==> src/rtl/fi_pkg.sv <==
`timescale 1ns/1ps
package fi_pkg;
  typedef enum logic [1:0] {
    DLY_N1 = 2'd1,
    DLY_N2 = 2'd2,
    DLY_N3 = 2'd3
  } fi_dly_e;

  // Rate code 3 folds onto the fastest rate.
  function automatic logic [1:0] fi_eff_rate(input logic [1:0] code);
    return (code == 2'd3) ? 2'd2 : code;
  endfunction
endpackage

==> src/rtl/fi_bound_gen.sv <==
`timescale 1ns/1ps
module fi_bound_gen #(
  parameter int OFS_W     = 12,
  parameter int BASE_QB   = 1024,
  parameter int SLOT_SH   = 5,
  localparam int DW       = OFS_W + 2
) (
  input  logic [1:0]          rate_sel,
  output logic signed [DW-1:0] lo_bound,
  output logic signed [DW-1:0] hi_bound
);
  import fi_pkg::*;

  function automatic logic [DW-1:0] frame_len(input logic [1:0] r);
    return DW'(BASE_QB) << fi_eff_rate(r);
  endfunction

  logic [DW-1:0] flen;
  logic [DW-1:0] edge_len;

  always_comb begin
    flen     = frame_len(rate_sel);
    edge_len = flen >> SLOT_SH;
    hi_bound = $signed(edge_len);
    lo_bound = -$signed(flen - edge_len);
  end
endmodule

==> src/rtl/fi_delay_pick.sv <==
`timescale 1ns/1ps
module fi_delay_pick #(
  parameter int OFS_W = 12,
  localparam int DW   = OFS_W + 2
) (
  input  logic [OFS_W-1:0]     rx_ofs,
  input  logic [OFS_W-1:0]     tx_ofs,
  input  logic signed [DW-1:0] lo_bound,
  input  logic signed [DW-1:0] hi_bound,
  output logic signed [DW-1:0] ofs_diff,
  output fi_pkg::fi_dly_e      dly_next
);
  import fi_pkg::*;

  function automatic fi_dly_e pick(input logic signed [DW-1:0] d,
                                   input logic signed [DW-1:0] lo,
                                   input logic signed [DW-1:0] hi);
    if (d < lo)      return DLY_N3;
    else if (d < hi) return DLY_N2;
    else             return DLY_N1;
  endfunction

  always_comb begin
    ofs_diff = $signed({2'b00, tx_ofs}) - $signed({2'b00, rx_ofs});
    dly_next = pick(ofs_diff, lo_bound, hi_bound);
  end
endmodule

==> src/rtl/fi_page_seq.sv <==
`timescale 1ns/1ps
module fi_page_seq #(
  parameter int PG_W = 2
) (
  input  logic            clk,
  input  logic            rst_n,
  input  logic            rx_fp,
  input  fi_pkg::fi_dly_e dly_next,
  output logic [PG_W-1:0] wr_page,
  output logic [PG_W-1:0] rd_page,
  output fi_pkg::fi_dly_e dly_cur
);
  import fi_pkg::*;

  always_ff @(posedge clk or negedge rst_n) begin
    if (!rst_n) begin
      wr_page <= '0;
      dly_cur <= DLY_N2;
    end else if (rx_fp) begin
      wr_page <= wr_page + PG_W'(1);
      dly_cur <= dly_next;
    end
  end

  assign rd_page = wr_page - PG_W'(dly_cur);
endmodule

==> src/rtl/fi_frame_sel.sv <==
`timescale 1ns/1ps
module fi_frame_sel #(
  parameter int OFS_W   = 12,
  parameter int BASE_QB = 1024,
  parameter int SLOT_SH = 5,
  localparam int DW     = OFS_W + 2
) (
  input  logic             clk,
  input  logic             rst_n,
  input  logic             rx_fp,
  input  logic [OFS_W-1:0] rx_ofs,
  input  logic [OFS_W-1:0] tx_ofs,
  input  logic [1:0]       rate_sel,
  output logic [1:0]       wr_page,
  output logic [1:0]       rd_page,
  output logic [1:0]       tx_delay
);
  import fi_pkg::*;

  logic signed [DW-1:0] lo_bound;
  logic signed [DW-1:0] hi_bound;
  logic signed [DW-1:0] ofs_diff;
  fi_dly_e              dly_next;
  fi_dly_e              dly_cur;

  fi_bound_gen #(.OFS_W(OFS_W), .BASE_QB(BASE_QB), .SLOT_SH(SLOT_SH)) u_bounds (
    .rate_sel (rate_sel),
    .lo_bound (lo_bound),
    .hi_bound (hi_bound)
  );

  fi_delay_pick #(.OFS_W(OFS_W)) u_pick (
    .rx_ofs   (rx_ofs),
    .tx_ofs   (tx_ofs),
    .lo_bound (lo_bound),
    .hi_bound (hi_bound),
    .ofs_diff (ofs_diff),
    .dly_next (dly_next)
  );

  fi_page_seq #(.PG_W(2)) u_pages (
    .clk      (clk),
    .rst_n    (rst_n),
    .rx_fp    (rx_fp),
    .dly_next (dly_next),
    .wr_page  (wr_page),
    .rd_page  (rd_page),
    .dly_cur  (dly_cur)
  );

  assign tx_delay = dly_cur;
endmodule

==> config.mk <==
export PLATFORM = sky130hd
export DESIGN_NAME = fi_frame_sel
export DESIGN_NICKNAME = d
export VERILOG_FILES = /design/src/rtl/fi_pkg.sv /design/src/rtl/fi_bound_gen.sv /design/src/rtl/fi_delay_pick.sv /design/src/rtl/fi_page_seq.sv /design/src/rtl/fi_frame_sel.sv
export SDC_FILE = /design/constraint.sdc
export NUM_CORES = 1
export LEC_CHECK = 0
export ABC_AREA = 1
export BUFFER_PORTS_ARGS = -buffer_cell sky130_fd_sc_hd__buf_2
export CELL_PAD_IN_SITES_DETAIL_PLACEMENT = 1
export CELL_PAD_IN_SITES_GLOBAL_PLACEMENT = 2
export CORE_MARGIN = 5
export CORE_UTILIZATION = 27
export CTS_BUF_LIST = sky130_fd_sc_hd__clkbuf_4 sky130_fd_sc_hd__clkbuf_8
export CTS_CLUSTER_SIZE = 16
export DETAILED_ROUTE_END_ITERATION = 10
export PLACE_DENSITY = 0.89
export SETUP_SLACK_MARGIN = 0.2
export SYNTH_ARGS = -nofsm -noshare
export SYNTH_HDL_FRONTEND = slang
export SYNTH_SLANG_ARGS = --single-unit
==> constraint.sdc <==
create_clock -name clk -period 2.9 [get_ports clk]
set_input_delay 0.58 -clock clk [delete_from_list [all_inputs] [get_ports clk]]
set_output_delay 0.58 -clock clk [all_outputs]
set_load 0.005 [all_outputs]
==> results.sh <==
export IMPL_clk_root_buffer_cell="sky130_fd_sc_hd__clkbuf_8"
export IMPL_die_width_um=72.4
export IMPL_filler_cell_count=508
export IMPL_rsz0062_at_grt="yes"
export IMPL_synth_warnings=0
export IMPL_finalNetCount=279
export IMPL_first_global_vias=1244
export IMPL_clock_insertion_delay_worst_skew_ns=0.22
export IMPL_min_period_over_period_pct=87.1
export IMPL_p_leak_uw=0.000881
export IMPL_place_gp_congestion=0.806
export IMPL_synth_top_cells_by_count="sky130_fd_sc_hd__nand2_1, sky130_fd_sc_hd__inv_1, sky130_fd_sc_hd__ha_1"
export IMPL_grt_overflow_total=0
export IMPL_avgRoutedWirePerCell_um=11.6
export IMPL_internal_power_uw=366
export IMPL_final_routed_drc_violation_total=0
export IMPL_status="complete, no violations"
export IMPL_met1Wirelength_mm=1.42
export IMPL_critical_path_slowest_cell="sky130_fd_sc_hd__ha_4"
export IMPL_synth_top_cell_area_share_pct=20.7
export IMPL_cell_count_after_synthesis=189
export IMPL_timing_critical_path_fanout_max=5
export IMPL_met2_length_mm=1.66
export IMPL_vias_per_cell=4.57
export IMPL_layout_min_cycle_time_ns=2.53
export IMPL_synth_main_ff_cell="sky130_fd_sc_hd__dfrtp_1"
export IMPL_preCtsSetupSlack_ns=-0.197
export IMPL_synthesis_area_um2=1050
export IMPL_syn_nets=235
export IMPL_met3_routed_wirelength_um=117
export IMPL_synth_seq_cells=4
export IMPL_highest_layer="met4"
export IMPL_clock_sinks=4
export IMPL_cp_arrival_ns=2.63
export IMPL_regToRegEndpoint="u_pages.dly_cur[1]"
export IMPL_timing_endpoint_of_the_critical_path="u_pages.dly_cur[0]"
export IMPL_part_of_the_total_power_dissipated_in_combinational_logic_pct=62.9
export IMPL_drive_above_1_share_pct=37.9
export IMPL_crit_path_max_incr_delay_ns=0.31
export IMPL_maxCapViolations=0
export IMPL_numCtsBuffers=3
export IMPL_die_area_um2=5250
export IMPL_hold_path_class="input port to asynchronous set/reset pin"
export IMPL_worst_ep_required_time_ns=3.00
export IMPL_groute_usage_overall_pct=12.1
export IMPL_ys_top_cells_by_area="sky130_fd_sc_hd__nand2_1, sky130_fd_sc_hd__ha_1, sky130_fd_sc_hd__inv_1, sky130_fd_sc_hd__dfrtp_1, sky130_fd_sc_hd__nand3_1"
export IMPL_diodes=0
export IMPL_path_cells="buf_6, inv_4, ha_4, nand2_4, inv_2, nand2_2, nand2_2, a21oi_2, o21ai_1, xor2_1, ha_1, inv_2, nor2_2, nor2_2, inv_1, nor2_2, nand4_1, nor2_2, nor2_1, nand2_1, nand2_1"
export IMPL_initial_utilization_pct=28.3
export IMPL_finalMaxSlewViolations=0
export IMPL_syn_to_final_growth_pct=47.6
export IMPL_startpoint_type="input port"
export IMPL_final_setup_viol_count=0
export IMPL_core_um2=3720
export IMPL_number_of_antenna_violations_at_the_first_check_in_global_routing=0
export IMPL_p_sw_share_pct=41.2
export IMPL_top_count_cell_post_synth="sky130_fd_sc_hd__nand2_1"
export IMPL_worst_r2r_path_depth=2
export IMPL_synth_lib_cells_used_distinct=22
export IMPL_placement_rows=22
export IMPL_synth_avg_cell_area_um2=5.57
export IMPL_yosysTopAreaCell="sky130_fd_sc_hd__nand2_1"
export IMPL_cts_max_path_buffers=2
export IMPL_ff_latch_area_um2=101
export IMPL_switching_power_uw=256
export IMPL_pwr_share_clk_pct=21.4
export IMPL_synthArstFlopShare_pct=100
export IMPL_placedInstanceArea_um2=1300
export IMPL_setup_worst_path_class="input port to flop"
export IMPL_fp_dieH_um=72.4
export IMPL_pin_count=35
export IMPL_design_power_total_uw=622
export IMPL_tritoncts="yes"
export IMPL_cpMostUsedCell="sky130_fd_sc_hd__nor2_2"
export IMPL_length_of_the_first_detailed_routing_pass_in_iterations=4
export IMPL_wire_length_of_the_first_global_routing_pass_mm=5.20
export IMPL_antenna_viol_nets_final=0
export IMPL_clock_tree_htree_level_count=1
export IMPL_ff2ff_setup_slack_ns=2.10
export IMPL_power_frac_seq_pct=15.7
export IMPL_maximum_number_of_pins_on_one_net_before_global_route_repair=7
export IMPL_multi_input_comb_area_um2=947
export IMPL_design_area_um2=1550
export IMPL_port_buffer_count=34
export IMPL_synth_edf_count=0
export IMPL_via_count=1280
export IMPL_crit_reg2reg_launch="u_pages.dly_cur[1]"
export IMPL_power_density_cell_area_nw_per_um2=400
export IMPL_drt_iter0_markers=5
export IMPL_maxClockFrequency_ghz=0.396
export IMPL_route_final_wire_length_mm=3.24
export IMPL_dp_hpwl_mm=2.81
export IMPL_final_hold_violation_count=0
export IMPL_critPathLaunch="rx_ofs[5]"
export IMPL_postLayoutSetupSlackWorst_ns=0.373
export IMPL_finalCoreUtilization_pct=41.8
export IMPL_finClkSkew_ns=0.0000575
export IMPL_synth_seq_area_share_pct=9.63
export IMPL_end_kind="flop"
export IMPL_setup_tns_ns=0
export IMPL_cts_hold_repair_buffers=0
export IMPL_clk_transition_reported_paths_ns=0.04
export IMPL_worst_ir_drop_vdd_mv=0.111
==> critical path: cells and delay by family <==
| family | cells | cell delay, ns |
|---|---|---|
| simple gates | 11 | 0.78 |
| compound gates | 2 | 0.19 |
| fa+ha+maj | 2 | 0.58 |
| buf+inv | 5 | 0.28 |
| xor+xnor | 1 | 0.21 |
==> logic make-up after synthesis <==
family | share of synthesized area [%]
other | 0.714
DFF | 9.63
xor gates and xnor gates | 5.83
buffers and inverters | 16.1
and+or+nand+nor | 38.8
AOI/OAI and AO/OA | 8.80
adders and majority gates | 20.2
==> final cells by class <==
type	count	share of cell area [%]
tap	48	3.87
inverter	44	10.8
clock buffer	4	3.14
timing repair buffer	40	14.7
multi-input combinational	140	61.0
sequential	4	6.53
==> power groups by stage <==
| stage | clock network (uW) | registers, uW | logic [uW] |
|---|---|---|---|
| final | 133 | 97.7 | 391 |
| after global routing | 139 | 103 | 449 |
| after CTS | 137 | 98.8 | 359 |
| after detailed placement | 0 | 98.9 | 338 |
| after global placement | 0 | 98.6 | 331 |
| after floorplan | 0 | 99.0 | 214 |
==> layer usage <==
metal | track usage [%] | up-vias
li1 | - | 671
met1 | 15.1 | 580
met2 | 21.8 | 25
met3 | 0.831 | 4
met4 | 3.89 | 0
met5 | 0 | -
==> how the worst min path moves through the flow <==
stage / endpoint / depth (start not counted)
floorplan: u_pages.dly_cur[0] / 0
global placement: u_pages.dly_cur[0] / 1
detailed placement: u_pages.dly_cur[0] / 1
CTS: u_pages.wr_page[1] / 1
global route: u_pages.wr_page[1] / 1
finish: u_pages.wr_page[1] / 1
==> sequential cells by signal, indices dropped and copies added (netlist names) <==
register,count
u_pages.dly_cur,2
u_pages.wr_page,2
==> timing repair <==
action | 4_1_cts | 5_1_grt
gates resized for setup | 11 | 36
pin swaps | 5 | 18
buffers inserted | 1 | 2
gates cloned | 0 | 0
endpoints found under the hold margin | 0 | 0
endpoints found under the setup margin | 2 | 2
==> stage by stage <==
stage | hold WS [ns] | cells
6_report | 0.157 | 280
3_5_place_dp | 0.388 | 273
3_3_place_gp | 0.388 | 273
4_1_cts | 0.153 | 278
5_1_grt | 0.161 | 280
2_1_floorplan | 0.284 | 189
==> cell usage in the layout (no fill, tap or decap), drive strengths merged <==
cell,instances
nand3,12
ha,17
nor3,1
conb,2
dfstp,1
o21ai,4
inv,44
nand2,60
nor2,16
and2,1
a31oi,1
xor2,2
buf,40
a21oi,11
o21bai,1
dfrtp,3
clkbuf,4
nand4,7
xnor2,5
(Power assumes the default switching activity.)
